### config.mk
export PLATFORM = sky130hd
export DESIGN_NAME = posit_quire
export DESIGN_NICKNAME = d
export VERILOG_FILES = /design/src/rtl/posit_quire_pkg.sv /design/src/rtl/quire_align.sv /design/src/rtl/quire_seg_add.sv /design/src/rtl/posit_quire.sv
export SDC_FILE = /design/constraint.sdc
export NUM_CORES = 1
export LEC_CHECK = 0
export BUFFER_PORTS_ARGS = -buffer_cell sky130_fd_sc_hd__buf_2
export CAP_MARGIN = 0
export CORE_MARGIN = 2
export CORE_UTILIZATION = 55
export DETAILED_ROUTE_END_ITERATION = 8
export PLACE_DENSITY_LB_ADDON = 0.25
export SYNTH_ARGS = -nofsm -noshare
export SYNTH_HDL_FRONTEND = slang
export SYNTH_HIERARCHICAL = 1
export SYNTH_SLANG_ARGS = --single-unit
### constraint.sdc
create_clock -name clk_i -period 4.8 [get_ports clk_i]
set_input_delay 0.24 -clock clk_i [delete_from_list [all_inputs] [get_ports clk_i]]
set_output_delay 0.24 -clock clk_i [all_outputs]
set_load 0.01 [all_outputs]
### src/rtl/posit_quire_pkg.sv
package posit_quire_pkg;
  function automatic int seg_count(input int num_w, input int seg_w);
    return (num_w + seg_w - 1) / seg_w;
  endfunction
endpackage

### src/rtl/quire_align.sv
module quire_align #(
  parameter int NUM_W = 127,
  parameter int SIG_W = 28,
  parameter int EXP_W = 7
) (
  input  logic             en_i,
  input  logic             sub_i,
  input  logic             sign_i,
  input  logic [EXP_W-1:0] exp_i,
  input  logic [SIG_W-1:0] sig_i,
  output logic [NUM_W-1:0] op_o,
  output logic             cin_o
);
  logic [NUM_W-1:0] ext;
  logic [NUM_W-1:0] shifted;

  assign ext     = {{(NUM_W-SIG_W){sign_i}}, sig_i};
  assign shifted = ext << exp_i;
  // subtract: invert here, +1 enters as carry-in of the lowest segment
  assign op_o    = en_i ? (sub_i ? ~shifted : shifted) : '0;
  assign cin_o   = en_i & sub_i;
endmodule

### src/rtl/quire_seg_add.sv
module quire_seg_add #(
  parameter int NUM_W = 127,
  parameter int SEG_W = 32,
  parameter int NSEG  = 4
) (
  input  logic [NUM_W-1:0] acc_i,
  input  logic [NUM_W-1:0] op_i,
  input  logic             cin_i,
  input  logic [NSEG-1:0]  cy_i,
  output logic [NUM_W-1:0] sum_o,
  output logic [NSEG-1:0]  cy_o
);
  assign cy_o[0] = 1'b0;

  for (genvar k = 0; k < NSEG; k++) begin : g_seg
    localparam int LO = k * SEG_W;
    localparam int W  = (NUM_W - LO < SEG_W) ? (NUM_W - LO) : SEG_W;
    logic cin_k;

    if (k == 0) begin : g_first
      assign cin_k = cin_i | cy_i[0];
    end else begin : g_mid
      assign cin_k = cy_i[k];
    end

    if (k == NSEG - 1) begin : g_top
      // carry out of the top segment is dropped: modular total
      assign sum_o[LO +: W] = acc_i[LO +: W] + op_i[LO +: W] + W'(cin_k);
    end else begin : g_low
      logic [W:0] s;
      assign s = {1'b0, acc_i[LO +: W]} + {1'b0, op_i[LO +: W]} + (W+1)'(cin_k);
      assign sum_o[LO +: W] = s[W-1:0];
      assign cy_o[k+1]      = s[W];
    end
  end
endmodule

### src/rtl/posit_quire.sv
module posit_quire
  import posit_quire_pkg::*;
#(
  parameter int POSIT_W   = 16,
  parameter int ACC_W     = POSIT_W * POSIT_W / 2,
  parameter int SIG_W     = 28,
  parameter int EXP_W     = 7,
  parameter bit SEGMENTED = 1'b1,
  parameter int SEG_W     = 32
) (
  input  logic             clk_i,
  input  logic             rst_ni,
  input  logic             clr_i,
  input  logic             acc_i,
  input  logic             sub_i,
  input  logic             nar_i,
  input  logic             sign_i,
  input  logic [EXP_W-1:0] exp_i,
  input  logic [SIG_W-1:0] sig_i,
  output logic [ACC_W-1:0] acc_o,
  output logic             valid_o
);
  localparam int NUM_W = ACC_W - 1;
  localparam int EFF_W = SEGMENTED ? SEG_W : NUM_W;
  localparam int NSEG  = seg_count(NUM_W, EFF_W);

  logic [NUM_W-1:0] num_q, num_d, op;
  logic [NSEG-1:0]  cy_q, cy_d;
  logic             nar_q, cin, add_en;

  assign add_en = acc_i & ~nar_i & ~nar_q;

  quire_align #(.NUM_W(NUM_W), .SIG_W(SIG_W), .EXP_W(EXP_W)) u_align (
    .en_i  (add_en),
    .sub_i (sub_i),
    .sign_i(sign_i),
    .exp_i (exp_i),
    .sig_i (sig_i),
    .op_o  (op),
    .cin_o (cin)
  );

  quire_seg_add #(.NUM_W(NUM_W), .SEG_W(EFF_W), .NSEG(NSEG)) u_add (
    .acc_i(num_q),
    .op_i (op),
    .cin_i(cin),
    .cy_i (cy_q),
    .sum_o(num_d),
    .cy_o (cy_d)
  );

  always_ff @(posedge clk_i or negedge rst_ni) begin
    if (!rst_ni) begin
      num_q <= '0;
      cy_q  <= '0;
      nar_q <= 1'b0;
    end else if (clr_i) begin
      num_q <= '0;
      cy_q  <= '0;
      nar_q <= 1'b0;
    end else begin
      num_q <= num_d;
      cy_q  <= cy_d;
      if (acc_i && nar_i) nar_q <= 1'b1;
    end
  end

  assign acc_o   = {nar_q, num_q};
  assign valid_o = ~|cy_q;
endmodule

==> results of run 1 <==
[power breakdown]
group / leakage (uW) / internal [uW] / switching [uW]
logic: 0.00895 / 1010 / 1320
clock network: 0.000272 / 734 / 621
registers: 0.00179 / 1220 / 87.7
total: 0.0110 / 2970 / 2030
[per-stage QoR]
| step | util [%] | TNS (ns) | setup slack [ns] |
|---|---|---|---|
| after detailed placement | 70.0 | -17.66 | -0.583 |
| after CTS | 72.0 | 0 | 0.0786 |
| after floorplan | - | 0 | 0.0262 |
| after global placement | 70.0 | -8.80 | -0.371 |
| final | 72.7 | 0 | 0.0719 |
| after global routing | 72.7 | -0.0445 | -0.0336 |
[registers in the layout, indices dropped and copies added, names as in the netlist]
name / count
num_q: 127
nar_q: 1
cy_q: 4
[final cells by class]
type,instances,area [um^2],share of cell area (%)
antenna,1,2.50,0.0117
clock buffer,19,443,2.07
clock inverter,13,126,0.590
inverter,35,131,0.613
multi-input combinational,1717,12600,58.6
sequential,132,3300,15.4
tap,390,488,2.28
timing repair buffer,633,4380,20.4
[what timing repair did]
action,CTS,global route
endpoints found under the setup margin,14,32
hold buffers,1,0
endpoints found under the hold margin,90,0
resized for setup,6,41
pin swaps,0,6
[how the worst max path moves through the flow]
stage / to / slack (ns) / cells past startpoint
global route: num_q[89]$_DFF_PN0_ / -0.03 / 23
global placement: num_q[62]$_DFF_PN0_ / -0.37 / 20
CTS: num_q[62]$_DFF_PN0_ / 0.08 / 22
detailed placement: cy_q[3]$_DFF_PN0_ / -0.58 / 22
floorplan: num_q[124]$_DFF_PN0_ / 0.03 / 20
finish: num_q[92]$_DFF_PN0_ / 0.07 / 23
[metal layers]
| metal | track usage [%] | share of wire [%] | up-vias |
|---|---|---|---|
| li1 | - | - | 8535 |
| met1 | 60.0 | 40 | 9211 |
| met2 | 68.2 | 43 | 1360 |
| met3 | 10.4 | 11 | 303 |
| met4 | 24.4 | 6.2 | 0 |
| met5 | 0 | 0 | - |
[cell usage in the layout, fill, tap and decap left out, types with 32 or more instances in the layout]
| cell | netlist | layout |
|---|---|---|
| sky130_fd_sc_hd__mux2i_1 | 118 | 112 |
| sky130_fd_sc_hd__nand3_1 | 46 | 45 |
| sky130_fd_sc_hd__nand2_1 | 173 | 171 |
| sky130_fd_sc_hd__a21o_1 | 73 | 73 |
| sky130_fd_sc_hd__xor2_1 | 44 | 44 |
| sky130_fd_sc_hd__a21oi_1 | 158 | 153 |
| sky130_fd_sc_hd__xnor2_1 | 84 | 84 |
| sky130_fd_sc_hd__inv_1 | 32 | 32 |
| sky130_fd_sc_hd__dfrtp_1 | 132 | 132 |
| sky130_fd_sc_hd__buf_4 | 12 | 460 |
| sky130_fd_sc_hd__nor3_1 | 34 | 32 |
| sky130_fd_sc_hd__nor2_1 | 154 | 152 |
| sky130_fd_sc_hd__buf_2 | 20 | 167 |
| sky130_fd_sc_hd__ha_1 | 122 | 122 |
| sky130_fd_sc_hd__o21ai_0 | 125 | 123 |
| sky130_fd_sc_hd__nor2b_1 | 148 | 148 |
[cells by family after synthesis]
logic type      after synthesis  synth area share, %
xor+xnor                    128                 6.85
fa+ha+maj                   130                 10.3
compound gates              639                 26.1
flops                       132                 20.2
other cells                   1               0.0229
simple gates                650                 19.5
buf+inv                     167                 4.40
mux                         169                 12.6
[worst max-delay path: stages]
cell	delay, ns
sky130_fd_sc_hd__buf_2	0.17
sky130_fd_sc_hd__buf_4	0.19
sky130_fd_sc_hd__buf_4	0.17
sky130_fd_sc_hd__or2_2	0.34
sky130_fd_sc_hd__buf_4	0.16
sky130_fd_sc_hd__o2bb2ai_1	0.43
sky130_fd_sc_hd__buf_4	0.22
sky130_fd_sc_hd__nor3_1	0.06
sky130_fd_sc_hd__o21ai_0	0.23
sky130_fd_sc_hd__a21oi_1	0.11
sky130_fd_sc_hd__buf_4	0.17
sky130_fd_sc_hd__mux2i_1	0.13
sky130_fd_sc_hd__ha_1	0.37
sky130_fd_sc_hd__nand2_1	0.10
sky130_fd_sc_hd__or3_1	0.38
sky130_fd_sc_hd__buf_4	0.15
sky130_fd_sc_hd__o21ai_1	0.19
sky130_fd_sc_hd__nor2_2	0.08
sky130_fd_sc_hd__o31ai_2	0.35
sky130_fd_sc_hd__a21oi_2	0.12
sky130_fd_sc_hd__a21oi_1	0.23
sky130_fd_sc_hd__xor2_1	0.24
sky130_fd_sc_hd__nor2b_1	0.25
==> insert_results.sql, run 1 <==
INSERT INTO impl_metrics (metric_group, metric, value, unit) VALUES
('run_status', 'outcome', 'finished clean', ''),
('logic_synthesis', 'synth-async-reset-ratio', '100', '%'),
('timing', 'fin_crit_sh', '98.5', '%'),
('worst_hold_path', 'worst_hold_startpoint', 'acc_i', ''),
('worst_hold_path', 'timing.hold.worst_endpoint', 'nar_q$_DFFE_PN0P_', ''),
('setup_path', 'rr_worst_depth', '18', ''),
('timing', 'fmax', '212', 'MHz'),
('timing', 'clock_skew', '0.0188', 'ns'),
('cts', 'numCtsBuffers', '17', ''),
('logic_synthesis', 'synthDominantCellAreaShare', '20.2', '%'),
('global_routing', 'congestion_overflow_gr', '0', ''),
('die', 'die-height', '176', 'um'),
('logic_synthesis', 'edff_count_synth', '0', ''),
('global_routing', 'antenna_found_initial', '1', ''),
('place', 'post_place_instance_area', '20600', 'um^2'),
('flow_run', 'max_cap_viol_count', '0', ''),
('routing', 'routed-via-count', '19409', ''),
('setup_path', 'regToRegSetupSlack', '0.32', 'ns'),
('layout', 'ratio_of_cells_with_drive_above_1_in_the_final_layout', '30.3', '%'),
('place', 'hpwlAfterDp', '55000', 'um'),
('global_routing', 'grt_usage', '45.2', '%'),
('routing', 'via_per_inst', '6.60', ''),
('logic_synthesis', 'synth.ff_latch_count', '132', ''),
('timing', 'setup-violations-final', '0', ''),
('power', 'power.leakage', '0.0110', 'uW'),
('layout', 'fillCellCount', '2275', ''),
('setup_path', 'setup.worst_path.end_class', 'flop', ''),
('cts', 'insertion_delay', '0.46', 'ns'),
('setup_path', 'worst_setup_path_startpoint', 'exp_i[1]', ''),
('cts', 'post_cts_buffers', '0', ''),
('layout', 'final_cell_count_no_fill', '2940', ''),
('global_routing', 'global_route_wire_length_before_repair', '108000', 'um'),
('logic_synthesis', 'synth_common_cells', 'sky130_fd_sc_hd__nand2_1 (173), sky130_fd_sc_hd__a21oi_1 (158), sky130_fd_sc_hd__nor2_1 (154), sky130_fd_sc_hd__nor2b_1 (148), sky130_fd_sc_hd__dfrtp_1 (132)', ''),
('cts', 'clock_tree.root_cell', 'sky130_fd_sc_hd__clkbuf_16', ''),
('power', 'power_per_cell_area', '233', 'nW/um^2'),
('die', 'initial_core_util', '55.5', '%'),
('logic_synthesis', 'yosysSeqAreaShare', '20.2', '%'),
('setup_path', 'critical_path_arrival', '5.09', 'ns'),
('routing', 'remaining_drc_errors', '0', ''),
('cts', 'cts.htree.levels', '4', ''),
('layout', 'num-nets-final', '2708', ''),
('routing', 'route.detailed.wl_per_inst', '24.3', 'um'),
('die', 'fp.dieArea', '31100', 'um^2'),
('die', 'design.portCount', '171', ''),
('routing', 'first_iter_violations', '2423', ''),
('cts', 'clock_sink_total', '132', ''),
('global_routing', 'grt_max_degree', '92', ''),
('die', 'rows', '63', ''),
('setup_path', 'worst_setup_path_start_kind', 'input port', ''),
('logic_synthesis', 'synth_top_cell_by_area', 'sky130_fd_sc_hd__dfrtp_1', ''),
('power', 'finalPower', '5000', 'uW'),
('layout', 'area_overhead_vs_synth', '31.0', '%'),
('timing', 'slew-limit-headroom', '39.2', '%'),
('power', 'vdd.ir_drop.worst', '0.000253', 'V'),
('logic_synthesis', 'syn_nets', '2188', ''),
('worst_hold_path', 'worst_hold_path.num_cells', '3', ''),
('die', 'design.core.area', '29500', 'um^2'),
('cts', 'tritoncts', 'built', ''),
('timing', 'max_slew.worst_pin.slew', '0.900', 'ns'),
('cts', 'clk_pin_slew_worst_paths', '0.07', 'ns'),
('logic_synthesis', 'yosys-top-cells-area', 'sky130_fd_sc_hd__dfrtp_1 (20%), sky130_fd_sc_hd__ha_1 (9.3%), sky130_fd_sc_hd__mux2i_1 (7.2%)', ''),
('worst_hold_path', 'min_path_type', 'in -> reg', ''),
('place', 'number_of_i_o_port_buffers', '170', ''),
('cts', 'cts_max_path_buffers', '2', ''),
('routing', 'ant_nets', '0', ''),
('place', 'post-place-cells', '2906', ''),
('logic_synthesis', 'most_used_flip_flop_cell_after_synthesis', 'sky130_fd_sc_hd__dfrtp_1', ''),
('logic_synthesis', 'synthMostInstantiatedCell', 'sky130_fd_sc_hd__nand2_1', ''),
('place', 'place_congestion', '1.12', ''),
('timing', 'report.final.slew_viol_count', '0', ''),
('setup_path', 'reg2reg_from', 'nar_q$_DFFE_PN0P_', '');
Note: power is estimated with default switching activity, not from simulation.
==> run 2, diff against run 1 <==
==> constraint.sdc (replaced) <==
create_clock -name clk_i -period 4.7 [get_ports clk_i]
set_input_delay 0.235 -clock clk_i [delete_from_list [all_inputs] [get_ports clk_i]]
set_output_delay 0.235 -clock clk_i [all_outputs]
set_load 0.01 [all_outputs]
==> insert_results.sql, run 2 (synthesis results as in run 1) <==
INSERT INTO impl_metrics (metric_group, metric, value, unit) VALUES
('run_status', 'outcome', 'complete, but fails checks', ''),
('run_status', 'violations', 'design-rule violations, negative setup slack', ''),
('cts', 'cts_max_path_buffers', '2', ''),
('place', 'hpwlAfterDp', '56300', 'um'),
('timing', 'fin_crit_sh', '100', '%'),
('die', 'fp.dieArea', '31100', 'um^2'),
('timing', 'fin_crit_period', '4.71', 'ns'),
('global_routing', 'vias_in_the_first_global_route', '19018', ''),
('cts', 'tritoncts', 'built', ''),
('worst_hold_path', 'min_path_type', 'in -> reg', ''),
('layout', 'ratio_of_cells_with_drive_above_1_in_the_final_layout', '31.5', '%'),
('routing', 'routed-via-count', '19875', ''),
('setup_path', 'worst-setup-path-type', 'in -> reg', ''),
('die', 'die_w', '176', 'um'),
('layout', 'mostFrequentLayoutCells', 'sky130_fd_sc_hd__buf_4 (504), sky130_fd_sc_hd__nand2_1 (171), sky130_fd_sc_hd__buf_2 (167)', ''),
('power', 'intPower', '3120', 'uW'),
('routing', 'drt-pass1-iter-count', '9', ''),
('setup_path', 'setup.worst_path.end_class', 'flop', ''),
('power', 'swShare', '40.0', '%'),
('setup_path', 'crit_path_cell_trace', 'buf_4 -> buf_8 -> buf_6 -> mux2i_1 -> mux4_2 -> o32ai_1 -> nor2_1 -> a221oi_2 -> buf_4 -> mux2i_1 -> ha_1 -> a21o_1 -> a21o_1 -> a2111o_1 -> a21oi_2 -> a31oi_4 -> nor4_2 -> o41ai_2 -> a21oi_1 -> xnor2_1 -> nor2b_1', ''),
('setup_path', 'worst-path-max-fanout', '12', ''),
('layout', 'num-nets-final', '2757', ''),
('power', 'total_switching_power', '2080', 'uW'),
('timing', 'rsz_0062_raised_after_global_routing', 'yes', ''),
('power', 'power.leakage', '0.0113', 'uW'),
('place', 'place_congestion', '1.12', ''),
('power', 'vdd.ir_drop.worst', '0.000278', 'V'),
('cts', 'cts.htree.levels', '4', ''),
('layout', 'regArea', '3300', 'um^2'),
('power', 'share_comb_of_total_power', '47.3', '%'),
('timing', 'clock_skew', '0.0247', 'ns'),
('setup_path', 'timing.critical_path.slowest_stage_cell', 'sky130_fd_sc_hd__mux4_2', ''),
('cts', 'clock_tree.root_cell', 'sky130_fd_sc_hd__clkbuf_16', ''),
('cts', 'clock_sink_total', '132', ''),
('cts', 'clk_pin_slew_worst_paths', '0.06', 'ns'),
('setup_path', 'worst_setup_path_start_kind', 'input port', ''),
('layout', 'area_occupied_by_multi_input_gates', '12500', 'um^2'),
('power', 'clockPowerShare', '27.0', '%'),
('timing', 'setup-violations-final', '1', ''),
('layout', 'top_regs', 'num_q (127), cy_q (4), nar_q (1)', ''),
('power', 'power_per_cell_area', '238', 'nW/um^2'),
('routing', 'route.detailed.wl_per_inst', '24.7', 'um'),
('die', 'design.core.area', '29500', 'um^2'),
('die', 'initial_core_util', '55.5', '%'),
('global_routing', 'grt_max_degree', '94', ''),
('global_routing', 'grt_usage', '46.0', '%'),
('layout', 'postLayoutCoreUtil', '74.1', '%'),
('setup_path', 'cp_slowest_stage_delay', '0.53', 'ns'),
('timing', 'fmax', '212', 'MHz'),
('die', 'die-height', '176', 'um'),
('cts', 'numCtsBuffers', '17', ''),
('die', 'design.portCount', '171', ''),
('place', 'preCtsSetupSlack', '-0.687', 'ns'),
('layout', 'mostFrequentLayoutCell', 'sky130_fd_sc_hd__buf_4', ''),
('routing', 'via_per_inst', '6.65', ''),
('timing', 'slew-limit-headroom', '22.9', '%'),
('global_routing', 'congestion_overflow_gr', '0', ''),
('power', 'finalPower', '5210', 'uW'),
('timing', 'timing.final.hold_violations', '0', ''),
('power', 'seqPwrFrac', '25.7', '%'),
('layout', 'area_overhead_vs_synth', '33.4', '%'),
('global_routing', 'antenna_found_initial', '2', ''),
('routing', 'final_wirelength', '73700', 'um'),
('timing', 'report.final.slew_viol_count', '0', ''),
('die', 'rows', '63', ''),
('routing', 'ant_nets', '0', ''),
('timing', 'timing.final.ws_setup', '-0.00860', 'ns'),
('routing', 'remaining_drc_errors', '1', ''),
('cts', 'insertion_delay', '0.47', 'ns'),
('layout', 'fillCellCount', '2127', ''),
('place', 'number_of_i_o_port_buffers', '170', ''),
('global_routing', 'global_route_wire_length_before_repair', '110000', 'um'),
('layout', 'flip_flop_count_of_the_largest_register_all_copies_and_words_added', '127', ''),
('flow_run', 'max_cap_viol_count', '0', ''),
('routing', 'first_iter_violations', '2632', ''),
('timing', 'aggregate_negative_setup_slack', '-0.00860', 'ns'),
('layout', 'top_register', 'num_q', ''),
('timing', 'max_slew.worst_pin.slew', '1.16', 'ns'),
('setup_path', 'critical_path_required', '5.08', 'ns'),
('setup_path', 'critical_path_arrival', '5.09', 'ns');
==> run 2: area by class of cell <==
cell class	count	area share, %
clock inverter	12	0.602
inverter	35	0.602
antenna	1	0.0115
tap	390	2.24
clock buffer	19	2.03
multi-input combinational	1717	57.4
timing repair buffer	682	22.0
sequential	132	15.1
==> run 2: per-stage QoR <==
step | area (um^2) | std cells | hold slack, ns
floorplan | 16400 | 2016 | -0.0606
global placement | 21000 | 2951 | 0.354
detailed placement | 21000 | 2951 | 0.378
CTS | 21600 | 2983 | 0.0301
global route | 21800 | 2987 | 0.0609
finish | 21800 | 2988 | 0.0367
==> run 2: power groups by stage <==
stage          logic, uW  registers (uW)  clock network, uW
2_1_floorplan       1170            1380                  0
3_5_place_dp        2320            1350                  0
3_3_place_gp        2260            1350                  0
4_1_cts             2350            1330               1400
5_1_grt             2570            1350               1460
6_report            2460            1340               1410
==> run 2: worst paths after layout <==
kind	end	startpoint	cells after the start	slack, ns
max	num_q[62]$_DFF_PN0_	exp_i[0]	21	-0.009
min	nar_q$_DFFE_PN0P_	acc_i	3	0.04
max reg2reg	num_q[62]$_DFF_PN0_	nar_q$_DFFE_PN0P_	17	0.20
min reg2reg	nar_q$_DFFE_PN0P_	nar_q$_DFFE_PN0P_	2	0.52
max in group asynchronous	num_q[124]$_DFF_PN0_	rst_ni	3	3.02
min in group asynchronous	num_q[41]$_DFF_PN0_	rst_ni	2	0.46
==> run 2: routing by layer <==
metal  wire length (um)  vias to the layer above  track usage [%]
met5                 15                        -                0
met4               4690                        2             23.7
met3               8160                      330             11.1
met2              31800                     1464             70.5
li1                   -                     8642                -
met1              29100                     9437             60.1
==> run 2: repair_timing <==
action / 4_1_cts / 5_1_grt
setup buffers: 0 / 4
pin swaps: 1 / 9
hold endpoints to repair: 86 / 0
resized for setup: 9 / 38
hold buffers: 1 / 0
setup endpoints to repair: 10 / 29
==> run 2: critical path, delay by kind of cell <==
family          cells  cell delay, ns
mux                 3            0.95
simple gates        3            0.54
compound gates      9            2.15
xor+xnor            1            0.14
fa+ha+maj           1            0.32
buf+inv             4            0.72
